--- src/rtl/cs_pkg.sv ---
// Package cs_pkg: types and constants shared by the conversion scheduler.
// Assumes the rate code space is 0..RATE_MAX, and every code above it maps to RATE_MAX.
package cs_pkg;
    // fastest defined rate code; each lower code doubles the period
    localparam int RATE_MAX = 9;

    // sequencer phase
    typedef enum logic [1:0] {
        ST_WAIT   = 2'd0,
        ST_LOCAL  = 2'd1,
        ST_REMOTE = 2'd2
    } seq_state_t;
endpackage

--- src/rtl/cs_tick_gen.sv ---
// Module cs_tick_gen: divides the clock into a one-cycle tick every TICK_CYCLES cycles.
// Assumes TICK_CYCLES >= 1; the first tick comes TICK_CYCLES-1 cycles after reset.
module cs_tick_gen #(
    parameter int TICK_CYCLES = 4
) (
    input  logic clk,
    input  logic rst_n,
    output logic tick_o
);
    generate
        if (TICK_CYCLES <= 1) begin : g_every
            assign tick_o = 1'b1;
        end else begin : g_div
            localparam int TW = $clog2(TICK_CYCLES);
            localparam logic [TW-1:0] LAST = TW'(TICK_CYCLES - 1);
            logic [TW-1:0] div_q;

            // free-running divider counter
            always_ff @(posedge clk) begin
                if (!rst_n) begin
                    div_q <= '0;
                end else if (div_q == LAST) begin
                    div_q <= '0;
                end else begin
                    div_q <= div_q + TW'(1);
                end
            end

            assign tick_o = (div_q == LAST);
        end
    endgenerate
endmodule

--- src/rtl/cs_rate_table.sv ---
// Module cs_rate_table: maps a rate code to the idle ticks that follow one conversion cycle.
// Assumes period(code) = FAST_PERIOD_TICKS * 2^(RATE_MAX-code), and the idle time is the
// period minus the conversion time, never below zero.
module cs_rate_table
    import cs_pkg::*;
#(
    parameter int RATE_W            = 4,
    parameter int SLOT_TICKS        = 4,
    parameter int FAST_PERIOD_TICKS = 8,
    parameter int CW                = 13
) (
    input  logic [RATE_W-1:0] rate_code_i,
    output logic [CW-1:0]     idle_ticks_o
);
    localparam int ENTRIES    = 1 << RATE_W;
    localparam int CONV_TICKS = 2 * SLOT_TICKS;

    logic [CW-1:0] gap_tab [ENTRIES];

    // one constant entry per code; codes past RATE_MAX copy the fastest entry
    generate
        for (genvar g = 0; g < ENTRIES; g++) begin : g_rate
            localparam int EFF = (g > RATE_MAX) ? RATE_MAX : g;
            localparam int PER = FAST_PERIOD_TICKS * (1 << (RATE_MAX - EFF));
            localparam int GAP = (PER > CONV_TICKS) ? (PER - CONV_TICKS) : 0;
            assign gap_tab[g] = CW'(GAP);
        end
    endgenerate

    assign idle_ticks_o = gap_tab[rate_code_i];
endmodule

--- src/rtl/cs_remote_fix.sv ---
// Module cs_remote_fix: turns a raw remote sample into the stored byte pair.
// Assumes the sample and offset are two's complement in 1/FRAC units. A fault replaces the
// sum with a fixed code, and an open diode wins over a short.
module cs_remote_fix #(
    parameter int INT_W  = 8,
    parameter int FRAC_W = 3
) (
    input  logic [INT_W+FRAC_W-1:0] sample_i,
    input  logic [INT_W-1:0]        off_int_i,
    input  logic [FRAC_W-1:0]       off_frac_i,
    input  logic                    open_i,
    input  logic                    short_i,
    output logic [INT_W-1:0]        hi_o,
    output logic [INT_W-1:0]        lo_o,
    output logic                    open_flag_o
);
    localparam int REM_W = INT_W + FRAC_W;
    localparam int PAD_W = INT_W - FRAC_W;
    localparam logic [REM_W-1:0] POS_MAX  = {1'b0, {(REM_W-1){1'b1}}};
    localparam logic [REM_W-1:0] NEG_MIN  = {1'b1, {(REM_W-1){1'b0}}};
    localparam logic [INT_W-1:0] HOT_CODE = {1'b0, {(INT_W-1){1'b1}}};
    localparam logic [INT_W-1:0] COLD_CODE = {1'b1, {(INT_W-1){1'b0}}};

    logic [REM_W-1:0] off_w;
    logic [REM_W:0]   sum_w;
    logic [REM_W-1:0] sat_w;

    // sign-extended add of offset to the sample
    always_comb begin
        off_w = {off_int_i, off_frac_i};
        sum_w = {sample_i[REM_W-1], sample_i} + {off_w[REM_W-1], off_w};
    end

    // clamp on signed overflow
    always_comb begin
        if (sum_w[REM_W] != sum_w[REM_W-1]) begin
            sat_w = sum_w[REM_W] ? NEG_MIN : POS_MAX;
        end else begin
            sat_w = sum_w[REM_W-1:0];
        end
    end

    // fault substitution and byte split
    always_comb begin
        if (open_i) begin
            hi_o        = HOT_CODE;
            lo_o        = '0;
            open_flag_o = 1'b1;
        end else if (short_i) begin
            hi_o        = COLD_CODE;
            lo_o        = '0;
            open_flag_o = 1'b0;
        end else begin
            hi_o        = sat_w[REM_W-1:FRAC_W];
            lo_o        = {sat_w[FRAC_W-1:0], {PAD_W{1'b0}}};
            open_flag_o = 1'b0;
        end
    end
endmodule

--- src/rtl/cs_seq.sv ---
// Module cs_seq: steps through the wait, local and remote phases on prescaler ticks.
// Assumes idle_ticks_i is valid in the cycle a remote slot ends. A zero idle time with no
// shutdown goes straight back to the local slot, so the cycle period is exactly
// conversion plus idle.
module cs_seq
    import cs_pkg::*;
#(
    parameter int SLOT_TICKS = 4,
    parameter int CW         = 13
) (
    input  logic          clk,
    input  logic          rst_n,
    input  logic          tick_i,
    input  logic          shutdown_i,
    input  logic          oneshot_wr_i,
    input  logic [CW-1:0] idle_ticks_i,
    output logic          busy_o,
    output logic          end_local_o,
    output logic          end_remote_o
);
    localparam logic [CW-1:0] SLOT_LAST = CW'(SLOT_TICKS - 1);

    seq_state_t    state_q, state_d;
    logic [CW-1:0] cnt_q, cnt_d;
    logic          pend_q, pend_d;
    logic          start_w;

    // next-state and slot/gap counter logic, advanced only on ticks
    always_comb begin
        state_d      = state_q;
        cnt_d        = cnt_q;
        start_w      = 1'b0;
        end_local_o  = 1'b0;
        end_remote_o = 1'b0;
        if (tick_i) begin
            case (state_q)
                ST_WAIT: begin
                    if ((cnt_q == '0 && !shutdown_i) || (shutdown_i && pend_q)) begin
                        start_w = 1'b1;
                        state_d = ST_LOCAL;
                        cnt_d   = SLOT_LAST;
                    end else if (cnt_q != '0) begin
                        cnt_d = cnt_q - CW'(1);
                    end
                end
                ST_LOCAL: begin
                    if (cnt_q == '0) begin
                        end_local_o = 1'b1;
                        state_d     = ST_REMOTE;
                        cnt_d       = SLOT_LAST;
                    end else begin
                        cnt_d = cnt_q - CW'(1);
                    end
                end
                ST_REMOTE: begin
                    if (cnt_q == '0) begin
                        end_remote_o = 1'b1;
                        if (idle_ticks_i == '0 && !shutdown_i) begin
                            state_d = ST_LOCAL;
                            cnt_d   = SLOT_LAST;
                        end else begin
                            state_d = ST_WAIT;
                            cnt_d   = (idle_ticks_i == '0) ? '0 : (idle_ticks_i - CW'(1));
                        end
                    end else begin
                        cnt_d = cnt_q - CW'(1);
                    end
                end
                default: begin
                    state_d = ST_WAIT;
                    cnt_d   = '0;
                end
            endcase
        end
    end

    // one-shot request latch: armed only in shutdown, consumed by a start
    always_comb begin
        if (start_w || !shutdown_i) begin
            pend_d = 1'b0;
        end else if (oneshot_wr_i) begin
            pend_d = 1'b1;
        end else begin
            pend_d = pend_q;
        end
    end

    // sequencer registers
    always_ff @(posedge clk) begin
        if (!rst_n) begin
            state_q <= ST_WAIT;
            cnt_q   <= '0;
            pend_q  <= 1'b0;
        end else begin
            state_q <= state_d;
            cnt_q   <= cnt_d;
            pend_q  <= pend_d;
        end
    end

    assign busy_o = (state_q != ST_WAIT);
endmodule

--- src/rtl/conv_sched.sv ---
// Module conv_sched: top of the conversion scheduler. It pairs the sequencer with the
// rate table, the prescaler and the remote correction, and holds the result registers.
// Assumes converter samples are valid in the cycle a slot ends and FRAC_W <= INT_W.
module conv_sched
    import cs_pkg::*;
#(
    parameter int TICK_CYCLES       = 4,
    parameter int SLOT_TICKS        = 4,
    parameter int FAST_PERIOD_TICKS = 8,
    parameter int RATE_W            = 4,
    parameter int INT_W             = 8,
    parameter int FRAC_W            = 3
) (
    input  logic                    clk,
    input  logic                    rst_n,
    input  logic [RATE_W-1:0]       rate_code_i,
    input  logic                    shutdown_i,
    input  logic                    oneshot_wr_i,
    input  logic [INT_W-1:0]        offset_int_i,
    input  logic [FRAC_W-1:0]       offset_frac_i,
    input  logic [INT_W-1:0]        local_sample_i,
    input  logic [INT_W+FRAC_W-1:0] remote_sample_i,
    input  logic                    diode_open_i,
    input  logic                    diode_short_i,
    output logic                    busy_o,
    output logic                    done_o,
    output logic                    done_chan_o,
    output logic [INT_W-1:0]        local_temp_o,
    output logic [INT_W-1:0]        remote_hi_o,
    output logic [INT_W-1:0]        remote_lo_o,
    output logic                    open_o
);
    localparam int MAX_PERIOD = FAST_PERIOD_TICKS * (1 << RATE_MAX);
    localparam int CNT_TOP    = (MAX_PERIOD > SLOT_TICKS) ? MAX_PERIOD : SLOT_TICKS;
    localparam int CW         = $clog2(CNT_TOP + 1);

    logic          tick_w;
    logic [CW-1:0] idle_w;
    logic          end_local_w, end_remote_w;
    logic [INT_W-1:0] fix_hi_w, fix_lo_w;
    logic          fix_open_w;

    cs_tick_gen #(
        .TICK_CYCLES (TICK_CYCLES)
    ) u_tick (
        .clk    (clk),
        .rst_n  (rst_n),
        .tick_o (tick_w)
    );

    cs_rate_table #(
        .RATE_W            (RATE_W),
        .SLOT_TICKS        (SLOT_TICKS),
        .FAST_PERIOD_TICKS (FAST_PERIOD_TICKS),
        .CW                (CW)
    ) u_rate (
        .rate_code_i  (rate_code_i),
        .idle_ticks_o (idle_w)
    );

    cs_seq #(
        .SLOT_TICKS (SLOT_TICKS),
        .CW         (CW)
    ) u_seq (
        .clk          (clk),
        .rst_n        (rst_n),
        .tick_i       (tick_w),
        .shutdown_i   (shutdown_i),
        .oneshot_wr_i (oneshot_wr_i),
        .idle_ticks_i (idle_w),
        .busy_o       (busy_o),
        .end_local_o  (end_local_w),
        .end_remote_o (end_remote_w)
    );

    cs_remote_fix #(
        .INT_W  (INT_W),
        .FRAC_W (FRAC_W)
    ) u_fix (
        .sample_i    (remote_sample_i),
        .off_int_i   (offset_int_i),
        .off_frac_i  (offset_frac_i),
        .open_i      (diode_open_i),
        .short_i     (diode_short_i),
        .hi_o        (fix_hi_w),
        .lo_o        (fix_lo_w),
        .open_flag_o (fix_open_w)
    );

    // done strobe and channel tag
    always_ff @(posedge clk) begin
        if (!rst_n) begin
            done_o      <= 1'b0;
            done_chan_o <= 1'b0;
        end else begin
            done_o <= end_local_w | end_remote_w;
            if (end_remote_w) begin
                done_chan_o <= 1'b1;
            end else if (end_local_w) begin
                done_chan_o <= 1'b0;
            end
        end
    end

    // local result register
    always_ff @(posedge clk) begin
        if (!rst_n) begin
            local_temp_o <= '0;
        end else if (end_local_w) begin
            local_temp_o <= local_sample_i;
        end
    end

    // remote result registers and open flag
    always_ff @(posedge clk) begin
        if (!rst_n) begin
            remote_hi_o <= '0;
            remote_lo_o <= '0;
            open_o      <= 1'b0;
        end else if (end_remote_w) begin
            remote_hi_o <= fix_hi_w;
            remote_lo_o <= fix_lo_w;
            open_o      <= fix_open_w;
        end
    end
endmodule

--- config.mk ---
export PLATFORM = sky130hd
export DESIGN_NAME = conv_sched
export DESIGN_NICKNAME = d
export VERILOG_FILES = /design/src/rtl/cs_pkg.sv /design/src/rtl/cs_tick_gen.sv /design/src/rtl/cs_rate_table.sv /design/src/rtl/cs_remote_fix.sv /design/src/rtl/cs_seq.sv /design/src/rtl/conv_sched.sv
export SDC_FILE = /design/constraint.sdc
export NUM_CORES = 1
export LEC_CHECK = 0
export ABC_CLOCK_PERIOD_IN_PS = 5700
export BUFFER_PORTS_ARGS = -buffer_cell sky130_fd_sc_hd__buf_2
export CAP_MARGIN = 20
export CORE_UTILIZATION = 25
export DETAILED_ROUTE_END_ITERATION = 10
export GPL_TIMING_DRIVEN = 0
export PLACE_DENSITY = 0.51
export REMOVE_ABC_BUFFERS = 1
export SLEW_MARGIN = 10
export SYNTH_ARGS = -nofsm -noshare
export SYNTH_HDL_FRONTEND = slang
export SYNTH_HIERARCHICAL = 1
export SYNTH_SLANG_ARGS = --single-unit
--- constraint.sdc ---
create_clock -name clk -period 5.7 [get_ports clk]
set_input_delay 1.14 -clock clk [delete_from_list [all_inputs] [get_ports clk]]
set_output_delay 1.14 -clock clk [all_outputs]
set_load 0.01 [all_outputs]
==> results <==
- The clock arrives with 0.00384 ns of skew.
- The number of top-level pins is roughly 70.
- Measured against its own limit, the worst slew margin works out to 51.5%.
- Summing over every cut layer, the via total after detailed routing is 2909.
- Wires add up to 7.65 mm.
- The worst setup path category is in2reg.
- In the post-synthesis netlist, the biggest area contributors are sky130_fd_sc_hd__dfxtp_1 26%, sky130_fd_sc_hd__mux2i_1 7.3%, sky130_fd_sc_hd__ha_1 5.5%.
- The number of global-route vias before repair is 2734.
- The number of unique standard cell types used by synthesis is 78.
- The most area-hungry cell type in the Yosys netlist is sky130_fd_sc_hd__dfxtp_1.
- In this run the critical register-to-register path is launched from u_seq/cnt_q[0].
- Of the post-synthesis cell area, the dominant cell type holds 26.3%.
- The setup total negative slack is 0 ns.
- The post-cts resize count is 0.
- The H-tree generated during clock tree synthesis spans 2 levels.
- The quantity of I/O buffers inserted on ports is 67.
- The routed via count divided by cell count is 4.72.
- The number of cell rows is 42.
- The family of cells with the greatest summed delay on the critical path is adder cells.
- After the last flow step, the layout net total stands at 495.
- The combined global-route utilization of all metal layers is 10.9%.
- On the worst path, the slowest cell contributes a delay of 0.45 ns.
- The number of setup violations in the final report is 0.
- For the worst flop-to-flop path, the logic depth is 9.
- The worst setup path is launched from an input port.
- The run finished with clean final reports.
- In the synthesized netlist, the number of instances is 383.
- By instance count, the leading cell after synthesis is sky130_fd_sc_hd__dfxtp_1.
- The y dimension of the die is 119 um.
- The number of antenna diodes is 0.
- After detailed routing, the number of remaining DRC violations is 0.
- The detailed-placement wirelength estimate is 5.77 mm.
- In this run the number of cells on the critical path is 12.
- TritonCTS built the clock tree.
- The commonest cells after synthesis are 45 x sky130_fd_sc_hd__dfxtp_1, 26 x sky130_fd_sc_hd__nor2b_1, 25 x sky130_fd_sc_hd__mux2i_1, 25 x sky130_fd_sc_hd__nand2_1, 20 x sky130_fd_sc_hd__nor2_1.
- STA classifies the critical path endpoint as a flop.
- The number of search-and-repair iterations in the first detailed-routing pass is 4.
- The effective utilization at floorplan is 25.7%.
- The worst hold path startpoint is u_tick/g_div.div_q[0].
- Among all stages on the critical path, the largest delay is contributed by sky130_fd_sc_hd__nor3_4.
- The post-CTS clock slew at the launch and capture registers of the worst setup and hold paths is 0.06 ns.
- During synthesis, Yosys emitted a total of 6 warnings.
- The final critical-path required period is 3.21 ns.
- The maximum number of buffers from clock root to sink is 2.
- The slew at the pin closest to its max-slew limit is about 0.72 ns.
- The number of max-slew violations in the final report is 0.
- After clock tree synthesis, the setup repair step added 0 buffers.
- In this run, the number of DRC markers left after iteration 0 of detailed routing was 140.
- For this run, the top clock speed supported by timing is 0.312 GHz.
- The worst ir drop on vdd is about 0.12 mV.
- Clock tree synthesis inserted a total of 5 buffers.
- The count of flip-flops with a built-in enable after synthesis is 0.
- Dividing the detail-routed wire length by the instance count gives about 12 um.
- The required time of the critical path is roughly 5.9 ns.
- In this run the worst path has a maximum fanout of 10.
- The leakage power is roughly 1.6 nW.
- The die boundary width is 119 um.
- Along the worst hold path, the cell count comes to 1.
- Summed over all layers, the global routing overflow is 0.
- The cell sitting at the root of the clock tree is a sky130_fd_sc_hd__clkbuf_16.
- Summing every instance area after synthesis gives between 3000 and 4000 sq um.
- Of the cells placed in the final design, the portion with a size suffix greater than 1 is 27.0%.
- The pin count of the biggest net entering global routing is 45.
- After detailed placement, the total cell area comes to 3830 sq um.
- The buffering stage count on the worst path with inverters included is 2.
- Tracing the worst setup path back leads to its startpoint at remote_sample_i[0].
- The number of failing hold endpoints at the final stage was 0.
- The final instance area is 4000 sq um.
- The final weighted congestion in routability-driven placement is slightly below 0.8.
- For this run, the register share of the synthesized area comes to approximately a quarter.
- For this run, asynchronously set or reset flops after synthesis account for 0%.
- The clock net in this run drives a total of between 40 and 50 sinks.
- The initial antenna violation count is 0.
- At the worst endpoint, the arrival time is about 3.4 ns.
- The count of nets left with antenna violations once routing finished came out at 0.
- The ratio of total power to cell area is roughly 240 nW/um^2.
- Setup repair after global routing left no endpoint under its margin.
- Max-cap violations in this run came to 0.
- The final clock period utilization by the worst path is 56.3%.
- The total of hold buffers inserted after clock tree synthesis is 0.
- For the worst-skew pair, the clock arrives at the later sink with an insertion delay of 0.28 ns.
- The area of the core region is 13300 sq um.
- The die covers ~14000 sq um.
- The global-route wire length before repair is 12.9 mm.
- Traced cell by cell, the critical path runs through buf_2 > ha_1 > inv_1 > fa_1 > nor2b_4 > o311ai_1 > a21oi_1 > nor3_4 > maj3_2 > nor3_2 > mux2i_1 > nor2b_1.
- The tightest min-delay check is of the reg2reg type.
- The post-synthesis average cell area is 8.93 sq um.
- The most used flip-flop cell after synthesis is sky130_fd_sc_hd__dfxtp_1.
- Relative to the synthesized area, the layout overhead comes to 17.0%.
- The total of flip-flops plus latches after synthesis is 45.
[cells in the final DEF (no fill, tap or decap), types with 3 or more instances in the layout]
cell type                   instances
sky130_fd_sc_hd__a21o_1             3
sky130_fd_sc_hd__a21oi_1           13
sky130_fd_sc_hd__a22oi_1            4
sky130_fd_sc_hd__a2bb2oi_1          3
sky130_fd_sc_hd__a31oi_1            4
sky130_fd_sc_hd__a32o_1             3
sky130_fd_sc_hd__a32oi_1            4
sky130_fd_sc_hd__and2_1             3
sky130_fd_sc_hd__buf_2             67
sky130_fd_sc_hd__clkbuf_16          5
sky130_fd_sc_hd__conb_1             9
sky130_fd_sc_hd__dfxtp_1           45
sky130_fd_sc_hd__ha_1              15
sky130_fd_sc_hd__inv_1             17
sky130_fd_sc_hd__maj3_2            10
sky130_fd_sc_hd__mux2i_1           25
sky130_fd_sc_hd__nand2_1           25
sky130_fd_sc_hd__nand2b_1           3
sky130_fd_sc_hd__nand3_1            9
sky130_fd_sc_hd__nor2_1            19
sky130_fd_sc_hd__nor2b_1           26
sky130_fd_sc_hd__nor3_1             9
sky130_fd_sc_hd__nor3_2             6
sky130_fd_sc_hd__nor3b_1            3
sky130_fd_sc_hd__nor4_1             4
sky130_fd_sc_hd__o21a_1             5
sky130_fd_sc_hd__o21ai_0           10
sky130_fd_sc_hd__o21ai_1            6
sky130_fd_sc_hd__o21bai_2           7
sky130_fd_sc_hd__xnor2_1            6
sky130_fd_sc_hd__xor2_1            10
[where the power goes]
group	total (mW)	switching, mW	internal, mW	leakage [nW]
Clock	0.334	0.115	0.219	0.0841
Sequential	0.335	0.0107	0.324	0.363
Combinational	0.289	0.170	0.119	1.12
[stage by stage]
stage	util (%)	setup slack (ns)	hold WS [ns]	cells	power, mW
after floorplan	-	2.55	0.419	363	0.558
after global placement	28.6	1.84	0.427	606	0.624
after detailed placement	28.8	2.12	0.441	608	0.626
after CTS	30.1	2.43	0.451	616	0.972
after global routing	30.1	2.29	0.462	616	1.02
final	30.1	2.49	0.444	616	0.958
[worst paths after layout]
path	to	slack [ns]
worst max-delay path	remote_lo_o[6]	2.49
worst min-delay path	u_tick/g_div.div_q[0]	0.44
worst max register to register	remote_hi_o[1]	2.67
worst min register to register	u_tick/g_div.div_q[0]	0.44
[layer usage]
| metal | track usage (%) | share of wire (%) |
|---|---|---|
| met5 | 0 | 0 |
| met4 | 3.40 | 0.89 |
| met3 | 1.48 | 3.7 |
| met2 | 18.5 | 47 |
| met1 | 14.1 | 48 |
[cell families after synthesis]
group / count (synthesis) / synth area share [%]
multiplexers: 26 / 7.64
adder cells (fa/ha/maj): 26 / 9.36
buffers and inverters: 44 / 7.82
XOR/XNOR: 16 / 4.09
AND/OR/NAND/NOR: 135 / 24.8
flip-flops: 45 / 26.3
AO/OA/AOI/OAI: 89 / 19.8
other: 2 / 0.219
[sequential cells by signal (all words and copies together), names as in the netlist]
register            flops
u_tick/g_div.div_q      2
done_o                  1
done_chan_o             1
open_o                  1
remote_lo_o             8
u_seq/pend_q            1
local_temp_o            8
remote_hi_o             8
u_seq/state_q           2
u_seq/cnt_q            13
[cell type report]
type	instances	area (sq um)
Clock buffer	7	143
Clock inverter	1	30.0
Fill cell	1437	9290
Inverter	17	63.8
Multi-Input combinational cell	301	2290
Sequential cell	45	901
Tap cell	176	220
Timing Repair Buffer	69	358
[worst register-to-register path: cells and delay by family, from the launching register on]
family        cells  cell delay, ns
simple gates      5            1.78
mux               1            0.21
buf+inv           2            0.32
flops             1            0.37
fa+ha+maj         1            0.24
No activity file was read; power rests on OpenSTA's default activity.
